### src/rtl/bankreg_pkg.sv
package bankreg_pkg;

   localparam int ADDR_W = 16;
   localparam int IDX_W  = 3;

   localparam logic [3:0]        PAGE_PRG0 = 4'h8;
   localparam logic [3:0]        PAGE_MIR  = 4'h9;
   localparam logic [3:0]        PAGE_PRG1 = 4'hA;
   localparam logic [ADDR_W-1:0] CHR_FIRST = 16'hB000;
   localparam logic [ADDR_W-1:0] CHR_LAST  = 16'hE003;

   typedef struct packed {
      logic             chr_we;
      logic [IDX_W-1:0] chr_idx;
      logic             chr_hi;
      logic             prg0_we;
      logic             prg1_we;
      logic             mir_we;
   } wr_dec_t;

endpackage

### src/rtl/bankreg_decode.sv
module bankreg_decode
   import bankreg_pkg::*;
(
   input  logic              en,
   input  logic              wr_en,
   input  logic [ADDR_W-1:0] addr,
   output wr_dec_t           dec
);

   logic             live;
   logic             in_chr;
   logic [IDX_W-1:0] folded;

   assign live   = en & wr_en;
   assign in_chr = (addr >= CHR_FIRST) && (addr <= CHR_LAST);
   // upper page bits folded with A1 into a 3-bit slot, then rotated by two
   assign folded = {addr[13], addr[12], addr[11] | addr[1]};

   always_comb begin
      dec         = '0;
      dec.chr_idx = folded + IDX_W'(2);
      dec.chr_hi  = addr[0];
      if (live) begin
         if (in_chr) begin
            dec.chr_we = 1'b1;
         end else begin
            dec.prg0_we = (addr[15:12] == PAGE_PRG0);
            dec.prg1_we = (addr[15:12] == PAGE_PRG1);
            dec.mir_we  = (addr[15:12] == PAGE_MIR);
         end
      end
   end

endmodule

### src/rtl/bankreg_nibreg.sv
module bankreg_nibreg #(
   parameter int NIB_W = 4
) (
   input  logic               clk,
   input  logic               rst_n,
   input  logic               fill,
   input  logic               we_lo,
   input  logic               we_hi,
   input  logic [NIB_W-1:0]   din,
   output logic [2*NIB_W-1:0] q
);

   logic [NIB_W-1:0] lo_q;
   logic [NIB_W-1:0] hi_q;

   always_ff @(posedge clk or negedge rst_n) begin
      if (!rst_n) begin
         lo_q <= '1;
         hi_q <= '1;
      end else if (fill) begin
         lo_q <= '1;
         hi_q <= '1;
      end else begin
         if (we_lo) lo_q <= din;
         if (we_hi) hi_q <= din;
      end
   end

   assign q = {hi_q, lo_q};

endmodule

### src/rtl/bankreg_file.sv
module bankreg_file
   import bankreg_pkg::*;
#(
   parameter int          DATA_W        = 8,
   parameter int          NIB_W         = 4,
   parameter int          NUM_CHR       = 8,
   parameter int          FILL_ON_ENTRY = 1,
   parameter logic [7:0]  PRG0_RST      = 8'h00,
   parameter logic [7:0]  PRG1_RST      = 8'h01
) (
   input  logic                        clk,
   input  logic                        rst_n,
   input  logic                        en,
   input  logic                        wr_en,
   input  logic [15:0]                 wr_addr,
   input  logic [DATA_W-1:0]           wr_data,
   output logic [DATA_W-1:0]           prg0,
   output logic [DATA_W-1:0]           prg1,
   output logic [DATA_W-1:0]           mirror,
   output logic [NUM_CHR*DATA_W-1:0]   chr_banks
);

   localparam int CHR_BITS = NUM_CHR * DATA_W;

   initial begin
      if (DATA_W != 2 * NIB_W)
         $error("bankreg_file: DATA_W must hold exactly two nibbles");
      if (NUM_CHR != (1 << IDX_W))
         $error("bankreg_file: the folded index addresses exactly eight banks");
      if (DATA_W != 8)
         $error("bankreg_file: reset constants are byte wide");
      if (FILL_ON_ENTRY != 0 && FILL_ON_ENTRY != 1)
         $error("bankreg_file: FILL_ON_ENTRY is 0 or 1");
      if (CHR_BITS != 64)
         $error("bankreg_file: packed bank vector width mismatch");
   end

   wr_dec_t dec;
   logic    entry;

   bankreg_decode u_decode (
      .en    (en),
      .wr_en (wr_en),
      .addr  (wr_addr),
      .dec   (dec)
   );

   generate
      if (FILL_ON_ENTRY != 0) begin : g_entry
         logic en_q;
         always_ff @(posedge clk or negedge rst_n) begin
            if (!rst_n) en_q <= 1'b0;
            else        en_q <= en;
         end
         assign entry = en & ~en_q;
      end else begin : g_no_entry
         assign entry = 1'b0;
      end
   endgenerate

   genvar gi;
   generate
      for (gi = 0; gi < NUM_CHR; gi++) begin : g_chr
         logic hit;
         assign hit = dec.chr_we & (dec.chr_idx == IDX_W'(gi));
         bankreg_nibreg #(.NIB_W(NIB_W)) u_nib (
            .clk   (clk),
            .rst_n (rst_n),
            .fill  (entry),
            .we_lo (hit & ~dec.chr_hi),
            .we_hi (hit &  dec.chr_hi),
            .din   (wr_data[NIB_W-1:0]),
            .q     (chr_banks[gi*DATA_W +: DATA_W])
         );
      end
   endgenerate

   always_ff @(posedge clk or negedge rst_n) begin
      if (!rst_n) begin
         prg0   <= PRG0_RST;
         prg1   <= PRG1_RST;
         mirror <= '0;
      end else begin
         if (dec.prg0_we) prg0   <= wr_data;
         if (dec.prg1_we) prg1   <= wr_data;
         if (dec.mir_we)  mirror <= wr_data;
      end
   end

endmodule

### config.mk
export PLATFORM = sky130hd
export DESIGN_NAME = bankreg_file
export DESIGN_NICKNAME = d
export VERILOG_FILES = /design/src/rtl/bankreg_pkg.sv /design/src/rtl/bankreg_decode.sv /design/src/rtl/bankreg_nibreg.sv /design/src/rtl/bankreg_file.sv
export SDC_FILE = /design/constraint.sdc
export NUM_CORES = 1
export LEC_CHECK = 0
export BUFFER_PORTS_ARGS = -buffer_cell sky130_fd_sc_hd__buf_2
export CORE_MARGIN = 2
export CORE_UTILIZATION = 47
export CTS_CLUSTER_SIZE = 25
export DETAILED_ROUTE_END_ITERATION = 7
export PLACE_DENSITY = 0.84
export SLEW_MARGIN = 20
export SYNTH_ARGS = -nofsm -noshare
export SYNTH_HDL_FRONTEND = slang
export SYNTH_SLANG_ARGS = --single-unit
### constraint.sdc
create_clock -name clk -period 1.8 [get_ports clk]
set_input_delay 0.18 -clock clk [delete_from_list [all_inputs] [get_ports clk]]
set_output_delay 0.18 -clock clk [all_outputs]
set_load 0.005 [all_outputs]
# --- Word level (Yosys, flattened, before mapping) ---
# Cells that the tools add are included.
op_classes:
  addsub: 1
  order_cmp: 2
  n_eq_ne: 10
  muxes: 36
  bitwise: 29
  reduce_logical: 18
op_table:
  columns: ["cell", "count"]
  rows:
  - ["$mux W4", 32]
  - ["$reduce_bool A2 Y1", 16]
  - ["$and A1 B1 Y1", 26]
  - ["$ge A16 B16 Y1 const B", 1]
  - ["$le A16 B16 Y1 const B", 1]
  - ["$eq A3 B3 Y1 const B", 4]
  - ["$eq A4 B4 Y1 const B", 3]
  - ["$eq A3 B2 Y1 const B", 2]
  - ["$mux W3", 2]
  - ["$add A3 B2 Y3 const B", 1]
  - ["$eq A3 B1 Y1 const B", 1]
  - ["$logic_not A3 Y1", 1]
  - ["$mux W1", 2]
  - ["$not A1 Y1", 2]
  - ["$logic_and A1 B1 Y1", 1]
  - ["$or A1 B1 Y1", 1]
word_totals:
  regBits: 89
  out_inout_bits: 88
  word_cells: 116

# --- Longest topological paths before layout ---
# Gate-level depths: netlist of run 1.
logic_depth:
  depth_word: 8
  ltp_mapped: 8
  mapped_depth_nobuf: 6

# --- Modules after synthesis ---
# Synthesis of run 1 repeated with hierarchy kept, for this count alone.
hier_totals:
  hier_cells: 298
  area_unflattened_um2: 3878.7
by_module_without_submodules:
  columns: ["module", "n_inst", "cells_per_inst", "area_each_um2", "seq_area_each_um2"]
  rows:
  - ["bankreg_nibreg", 8, 25, 334.1, 210.2]
  - ["bankreg_file", 1, 76, 1036.0, 626.9]
  - ["bankreg_decode", 1, 22, 170.2, 0.0]

# --- Worst setup path before layout of run 1 ---
# Ideal clock, no wire load.
synth_timing:
  path_kind: "input-to-reg"
  startpoint: "input port wr_addr[12]"
  endpoint: "register mirror[0]"
  setup_time_ns: 0.125
  arrival_ns: 1.625
  path_slack_ns: 0.050
  cell_stages: 6
  path_buffers: 1
  path_cell_list: "ha_1 > or2_2 > o221a_2 > buf_6 > a21oi_4 > mux2_2"
synth_via:
  elab_chain_cells: 4
  word_cells_on_any_way: 6
  cone_classes: "order compare (2); eq/ne (1); mux (2); reduce/logical (1)"
synth_rtl:
  columns: ["element", "line_no", "text"]
  rows:
  - ["start: declaration", "bankreg_file.sv:15", "input logic [15:0] wr_addr,"]
  - ["$ge A16 B16 Y1 / $le A16 B16 Y1 (equally long branches)", "bankreg_decode.sv:15", "assign in_chr = (addr >= CHR_FIRST) && (addr <= CHR_LAST);"]
  - ["$logic_and A1 B1 Y1", "bankreg_decode.sv:15", null]
  - ["$mux W3 *", "bankreg_decode.sv:24", "if (in_chr) begin"]
  - ["$mux W3 *", "bankreg_decode.sv:23", "if (live) begin"]
  - ["end signal: assignment", "bankreg_file.sv:86", "if (dec.mir_we) mirror <= wr_data;"]
  - ["end: declaration", "bankreg_file.sv:19", "output logic [DATA_W-1:0] mirror,"]
# Mark *: on every way between the ends. The rest lies on a longest branch, timed or not.
# A chain may end at the register's enable or synchronous reset.

# --- Worst setup path in the final report of run 1 ---
layout_timing:
  startpoint: "input port wr_addr[12]"
  endpoint: "register prg1[1]"
layout_via:
  elab_chain_cells: 4
  word_cells_on_any_way: 6
  cone_classes: "order compare (2); eq/ne (1); mux (2); reduce/logical (1)"
layout_rtl:
  columns: ["element", "line_no", "text"]
  rows:
  - ["$ge A16 B16 Y1 / $le A16 B16 Y1 (equally long branches)", "bankreg_decode.sv:15", null]
  - ["$logic_and A1 B1 Y1", "bankreg_decode.sv:15", null]
  - ["$mux W3 *", "bankreg_decode.sv:24", null]
  - ["$mux W3 *", "bankreg_decode.sv:23", null]
  - ["end signal: assignment", "bankreg_file.sv:85", "if (dec.prg1_we) prg1 <= wr_data;"]
  - ["end: declaration", "bankreg_file.sv:18", "output logic [DATA_W-1:0] prg1,"]
# Marked as above.

==> summary by stage, run 1 <==
CTS
The number of levels in the clock H-tree is 3. Counting the buffers created by CTS gives 9. The root buffer cell is sky130_fd_sc_hd__clkbuf_8.

The tree built by TritonCTS fans out to 89 sinks. Gates resized during post-CTS repair numbered 0. Counting along the longest clock path gives a buffer depth of 2. The clock reaches the later pin of the worst-skew pair after 0.36 ns. After clock tree synthesis, the clock-pin slew on the worst setup and hold paths is 0.09 ns. The total setup buffers inserted after CTS is 0. TritonCTS built the clock tree.

Buffers inserted to repair hold after CTS numbered 0.

Power and ir drop
Of the total power, the share spent switching nets is 0.255. The static leakage power is 2.39 nW. The power per unit of standard cell area is 803 nW/um^2. The logic gate share of total power is 0.127. Of the total power, the clock network draws 0.336.

The design draws 4.09 mW. The internal power of the cells totals 3.05 mW. VDD sags by at most 0.376 mV. The share of total power dissipated in sequential elements is 0.537. The net switching power of the design is 1.05 mW.

Synthesis
The xor/xnor share of the synthesized area is 0. The post-synthesis adder-cell area fraction is 0.0121. Synthesis instantiated 31 different standard cells from the library. sky130_fd_sc_hd__dfstp_2 takes more of the synthesized area than any other cell.

The post-synthesis instance area is 4150 sq um. By area, the combinational part of the netlist is dominated by multiplexers. Of the total synthesized cell area, the portion taken by AND, OR, NAND and NOR gates is 0.160. The multiplexer fraction of the synthesized cell area is 0.219. The commonest cells after synthesis are 85 x sky130_fd_sc_hd__nor2_1, 65 x sky130_fd_sc_hd__dfstp_2, 64 x sky130_fd_sc_hd__mux2i_1. The count of state elements after synthesis is 89. The number of flops mapped to enable cells by yosys is 0. After synthesis, the cell types taking the most area are sky130_fd_sc_hd__dfstp_2 41%, sky130_fd_sc_hd__mux2i_1 15%, sky130_fd_sc_hd__dfrtp_1 14%. The average footprint of a synthesized cell is 12.6 sq um. The share of the synthesized area in the top cell type is 0.412. Of all flip-flops after synthesis, the portion carrying an async set or reset was 1.00. The number of nets handed over by synthesis was 361. The synthesized instance count is 329. The post-synthesis compound-gate area fraction came to 0.0199. The sequential share of the synthesized area is 0.556. The number of warnings reported in the yosys synthesis log is 0.

The most used flip-flop cell after synthesis is sky130_fd_sc_hd__dfstp_2. Among all cell types in the netlist, the one instantiated most often is sky130_fd_sc_hd__nor2_1.

Timing
The final period demand of the worst path is 1.64 ns. The smallest hold slack is 0.0165 ns. The number of failing hold endpoints at the final stage is 0. Measured against its own limit, the worst slew margin works out to 0.651.

The setup clock skew after layout is 0.00889 ns. Dividing the final minimum period by the clock period gives 0.911. Derived from the worst setup path, the maximum achievable clock frequency is 610 MHz.

The setup violation total in the final timing report is 0. The smallest setup slack after layout is 0.159 ns. Setup repair after global routing left no endpoint under its margin. The actual transition at the worst max-transition pin is 0.522 ns. The max-slew violation count came to 0.

Layout
The number of standard cells in the layout, taps in and fillers out is 564. The synthesis-to-finish area growth is 22.9%. The layout has 720 filler cells. At the end of the flow, the number of nets in the layout was 483. In the final layout, the share of cells above drive strength 1 is 0.568.

The number of antenna diodes is 0.

Detailed routing
The total wire length is 9650 um. The via-per-instance ratio is 5.19. The violation count after the first detailed-routing iteration is 111. The average routed wire per standard cell is 17.1 um. The first detailed-routing pass took 4 iterations. The antenna violation net count after detailed routing is 0. The final route contains 2,929 vias.

After detailed routing, the number of remaining DRC violations is 0.

Placed design
The half-perimeter wire length after placement is 7030 um. The pre-CTS setup slack is -0.208 ns. At the end of routability-driven placement, the weighted congestion stood at 0.902. The cell total after placement is 548. The port buffer count is 115.

GRT
The largest net degree at the start of global routing is 43. The first global-routing pass estimated 16,000 um of wire. The number of global-route vias before repair is 3,056. The total overflow left after global routing is 0.

The total track usage is 0.211. The initial antenna violation count is 0.

Die
In this run the count of I/O pins placed on the die edge is 116. The floorplan step defined a die boundary enclosing 9600 sq um. The number of core rows is 34.

The width of the die is 98.0 um. The overall die height is 98.0 um. After floorplanning, the core was sized to cover 8640 sq um. The initial core utilization is 0.481.

Outcome
The run finished with clean final reports.

Worst setup path
The startpoint type of the worst setup path is a primary input. The worst setup path is captured at a flop. The required time of the critical path is 2.04 ns. The classification of the worst setup path is in2reg. In this run the worst path has a maximum fanout of 8. STA puts the critical path data arrival time at 1.88 ns.

Run
The number of maximum-capacitance violations is 0.

Hold path
The worst min-delay path class is in2async.
## layout make-up
| type | count | area, sq um | area share |
|---|---|---|---|
| clock buffer | 11 | 141 | 0.0277 |
| clock inverter | 5 | 56.3 | 0.0110 |
| inverter | 2 | 7.51 | 0.00147 |
| multi-input combinational | 218 | 1710 | 0.336 |
| sequential | 89 | 2310 | 0.453 |
| tap | 108 | 135 | 0.0265 |
| timing repair buffer | 131 | 736 | 0.144 |
## stage by stage
stage	cell area [sq um]	setup TNS, ns	utilization
floorplan	4150	0	-
global placement	4900	-5.35	0.568
detailed placement	4900	-10.37	0.568
CTS	5100	0	0.590
global route	5100	0	0.590
finish	5100	0	0.590
## power by group through the flow
| stage | Clock, mW | Combinational, mW | Sequential, mW |
|---|---|---|---|
| 6_report | 1.38 | 0.522 | 2.20 |
| 5_1_grt | 1.50 | 0.575 | 2.21 |
| 4_1_cts | 1.41 | 0.531 | 2.20 |
| 3_5_place_dp | 0 | 0.530 | 2.23 |
| 3_3_place_gp | 0 | 0.506 | 2.22 |
| 2_1_floorplan | 0 | 0.236 | 2.22 |
## worst max-delay path, stage by stage
cell and delay [ns]:
sky130_fd_sc_hd__buf_2 0.11, sky130_fd_sc_hd__ha_1 0.20, sky130_fd_sc_hd__or2_2 0.30, sky130_fd_sc_hd__a32o_1 0.35, sky130_fd_sc_hd__a21oi_4 0.35, sky130_fd_sc_hd__mux2_2 0.38
## kinds of logic after synthesis
| kind of cell | Yosys count |
|---|---|
| AOI/OAI and AO/OA | 7 |
| adders and majority gates | 4 |
| buffers and inverters | 22 |
| DFF | 89 |
| muxes | 88 |
| and+or+nand+nor | 119 |
## state kept, by name, summed over array words and instances, names as in the netlist
name,count
g_chr.u_nib.hi_q,32
g_chr.u_nib.lo_q,32
mirror,8
prg0,8
prg1,8
g_entry.en_q,1
## path summary, 6_finish.rpt
check | endpoint | startpoint | depth (start not counted) | slack, ns
min | g_chr[7].u_nib.lo_q[2] | rst_n | 1 | 0.02
max reg2reg | g_chr[7].u_nib.hi_q[0] | g_entry.en_q | 4 | 0.34
min reg2reg | prg0[7] | prg0[7] | 1 | 0.51
max | prg1[1] | wr_addr[12] | 6 | 0.16
max in group asynchronous | g_chr[0].u_nib.hi_q[1] | rst_n | 2 | 1.38
min in group clk | g_entry.en_q | en | 1 | 0.02
## placed cells by master, fill, tap and decap left out, types with 2 or more instances in the layout
| cell type | count |
|---|---|
| sky130_fd_sc_hd__nor4_1 | 2 |
| sky130_fd_sc_hd__ha_1 | 4 |
| sky130_fd_sc_hd__buf_12 | 3 |
| sky130_fd_sc_hd__mux2i_1 | 64 |
| sky130_fd_sc_hd__nand3_4 | 10 |
| sky130_fd_sc_hd__a21oi_4 | 3 |
| sky130_fd_sc_hd__nor2_1 | 85 |
| sky130_fd_sc_hd__dfrtp_1 | 24 |
| sky130_fd_sc_hd__nand2_1 | 4 |
| sky130_fd_sc_hd__buf_4 | 14 |
| sky130_fd_sc_hd__nand4b_1 | 2 |
| sky130_fd_sc_hd__mux2_2 | 24 |
| sky130_fd_sc_hd__nand3_1 | 2 |
| sky130_fd_sc_hd__clkbuf_8 | 10 |
| sky130_fd_sc_hd__clkinv_2 | 2 |
| sky130_fd_sc_hd__and3_2 | 6 |
| sky130_fd_sc_hd__dfstp_2 | 65 |
| sky130_fd_sc_hd__inv_1 | 2 |
| sky130_fd_sc_hd__buf_2 | 114 |
## per-layer routing
layer,vias to the layer above,wire length (um),GRT usage
met5,-,0,0
met4,0,187,0.0833
met3,13,367,0.0394
met2,79,4700,0.336
met1,1475,4400,0.289
li1,1362,-,-
No activity file was read; power rests on OpenSTA's default activity.
==> run 2: changes to the inputs <==
- HOLD_SLACK_MARGIN: not set -> 0.06
- PLACE_DENSITY: 0.84 -> 0.8
==> run 2 against run 1 <==
  * Via count increased by 0.79%
  * Clock power decreased by 10%
  * Critical path depth unchanged
  * Final cell count increased by 1.1%
  * Register-to-register slack improved by 0.04 ns
  * Routed wire length decreased by 4.0%
  * Non-clock buffer count increased by 6
  * Setup slack got worse by 0.052 ns
==> summary by stage, run 2 (synthesis results as in run 1) <==
Worst setup path
Walking the worst path, the cells encountered are dlygate4sd3_1, buf_2, and4b_1, nand2_1, a21oi_4, mux2_2. The cell with the largest stage delay on the worst path is sky130_fd_sc_hd__dlygate4sd3_1. The worst setup path is launched from a primary input. The classification of the worst setup path is in2reg. The nature of the critical path endpoint is a flop. The signal arrival time at the worst endpoint was 1.94 ns (+0.06 ns). The required time of the critical path is 2.05 ns (about the same).

The peak per-stage delay on the critical path was 0.54 ns (+0.16 ns). The maximum net fanout on the critical path is 8 (unchanged). The worst reg2reg path depth was 5 (+1).

Placed design
The port buffer count is 115 (unchanged). The routability congestion estimate came to 0.813 (-9.9%). The area of placed instances is 4930 sq um (+0.61%). The half-perimeter wire length after placement is 6660 um (-5.2%).

GRT
The global-route wire length before repair came to 15,300 um (-4.4%). The global routing usage on met2 was 0.325 (-0.0111). The total track usage was 0.200 (-0.0120). The number of global-route vias before repair is 3,010 (-1.5%). The initial antenna violation count was 0 (unchanged). The peak-usage layer in the global routing report is met2. The largest net degree at the start of global routing came to 68 (+58%). The remaining global-route overflow is 0 (unchanged). The routing usage on met3 is 0.0272 (-0.0122). The met1 routing resource usage after global routing is 0.270 (-0.0185).

Power and ir drop
The total power draw is 3.97 mW (-3.0%). The internal power consumption is 2.90 mW (-4.8%). The switching fraction of total power is 0.270 (+0.0145). The power share of the clock group is 0.313 (-0.023). The power per unit of standard cell area is 771 nW/um^2 (-4.0%).

The logic gate share of total power came to 0.135 (+0.008). The static leakage power is 2.41 nW (+1.1%). The fraction of power consumed by sequential logic is 0.552 (+0.015). The maximum vdd drop is 0.388 mV (+3.2%). The net switching power of the design is 1.07 mW (+2.6%).

CTS
The clock-pin slew of the registers on the worst-case setup and hold paths is 0.09 ns (about the same). The number of clock sinks came to 89 (unchanged). The TritonCTS clock tree is yes.

The root buffer cell chosen for the clock tree is sky130_fd_sc_hd__clkbuf_8. The total setup buffers inserted after CTS is 0 (unchanged). The number of levels in the clock H-tree is 3 (unchanged). The clock latency on the worst-skew pair is 0.37 ns (about the same). The number of CTS-inserted buffers was 9 (unchanged).

The maximum buffer depth of the clock tree is 2 (unchanged).

Detailed routing
The final routed DRC violation total was 0 (unchanged). The total vias in the final route was 2,952 (+0.79%). The total wire length came to 9260 um (-4.0%).

The violation count after the first detailed-routing iteration came to 94 (-15%). The antenna violation net count after detailed routing was 0 (unchanged). The average routed wire per standard cell was 16.2 um (-5.1%). The detailed-routing iteration count for the pre-antenna-repair pass was 4 (unchanged). The via-per-instance ratio came to 5.18 (-0.28%).

Layout
In the final layout, the registers with the most flip-flops are g_chr.u_nib.hi_q: 32 flops, g_chr.u_nib.lo_q: 32 flops. The ratio of cells with drive above 1 in the final layout is 0.567 (-0.000883). The most common cell after layout, fill and taps aside is sky130_fd_sc_hd__buf_2.

The utilization after layout is 0.597 (+0.00652). In the layout the commonest cells are 114 x sky130_fd_sc_hd__buf_2, 84 x sky130_fd_sc_hd__nor2_1, 65 x sky130_fd_sc_hd__dfstp_2. The number of antenna diodes was 0 (unchanged). The total non-filler cell area in the finished layout is 5150 sq um (+1.1%). From synthesis to final layout, the design area changed by 24.2%. The total number of nets in the final design is 489 (+1.2%).

Hold path
The path class of the tightest hold or removal check is in2reg. The cell depth of the worst min-delay path is 2.

Timing
The setup violation total in the final timing report came to 0 (unchanged). The final period demand of the worst path is 1.69 ns (+0.0524 ns). The number of failing hold endpoints at the final stage is 0 (unchanged). Setup repair after global routing left no endpoint under its margin. The actual transition at the worst max-transition pin came to 0.738 ns (+0.216 ns). The max-slew violation count is 0 (unchanged). The headroom to the max-slew limit came to 0.508 (-0.143). The setup clock skew after layout is 0.00986 ns (+0.000964 ns).

The final total negative setup slack is 0 ns (unchanged). The maximum operating frequency is 591 MHz (-3.1%). The smallest hold slack is 0.0801 ns (+0.0636 ns).

The final period utilization is 0.940 (+0.0291).

Die
The I/O pin total is 116 (unchanged). The initial core utilization is 0.481 (unchanged). The placeable core region is 8640 sq um (unchanged).

The overall die height is 98.0 um (unchanged). The total die area is 9600 sq um (unchanged). The number of core rows came to 34 (unchanged). The width of the die is 98.0 um (unchanged).

Outcome
The run finished with clean final reports.

Run
The number of maximum-capacitance violations came to 0 (unchanged).
-- run 2: cell type report --
| class | instances | area (sq um) |
|---|---|---|
| Clock inverter | 7 | 52.6 |
| Clock buffer | 9 | 124 |
| Fill cell | 727 | 3480 |
| Tap cell | 108 | 135 |
| Multi-Input combinational cell | 218 | 1720 |
| Timing Repair Buffer | 137 | 811 |
| Sequential cell | 89 | 2310 |
| Inverter | 2 | 7.51 |
-- run 2: worst paths after layout --
kind | startpoint | to | slack (ns)
setup / recovery | en | prg1[4] | 0.11
min in group asynchronous | rst_n | g_chr[5].u_nib.hi_q[3] | 0.50
setup reg to reg | g_entry.en_q | g_chr[3].u_nib.hi_q[3] | 0.38
max in group asynchronous | rst_n | g_chr[6].u_nib.hi_q[0] | 0.86
hold reg to reg | prg0[7] | prg0[7] | 0.51
hold / removal | wr_data[5] | prg1[5] | 0.08
-- run 2: power by group through the flow --
stage / Clock [mW] / Sequential (mW) / Combinational (mW)
floorplan: 0 / 2.22 / 0.236
global placement: 0 / 2.22 / 0.518
detailed placement: 0 / 2.22 / 0.536
CTS: 1.28 / 2.19 / 0.544
global route: 1.37 / 2.21 / 0.586
finish: 1.24 / 2.19 / 0.537
-- run 2: metal layers --
metal | wire (um) | share of wire | vias up
li1 | - | - | 1380
met1 | 4220 | 0.46 | 1487
met2 | 4550 | 0.49 | 73
met3 | 342 | 0.037 | 12
met4 | 155 | 0.017 | 0
met5 | 0 | 0 | -
-- run 2: metrics by stage --
| stage | setup WS, ns | std cells |
|---|---|---|
| final | 0.107 | 570 |
| after floorplan | 0.0500 | 329 |
| after global routing | 0.0394 | 570 |
| after CTS | 0.0246 | 570 |
| after detailed placement | -0.190 | 550 |
| after global placement | -0.127 | 550 |
-- run 2: what timing repair did --
| action | CTS | global route |
|---|---|---|
| hold buffers | 4 | 0 |
| resized for setup | 0 | 2 |
| endpoints found under the setup margin | 0 | 26 |
| hold endpoints to repair | 26 | 0 |
-- run 2: worst max-delay path: cells and delay by family --
kind | cells | cell delay, ns
compound gates | 1 | 0.29
buf+inv | 2 | 0.72
mux | 1 | 0.38
simple gates | 2 | 0.36
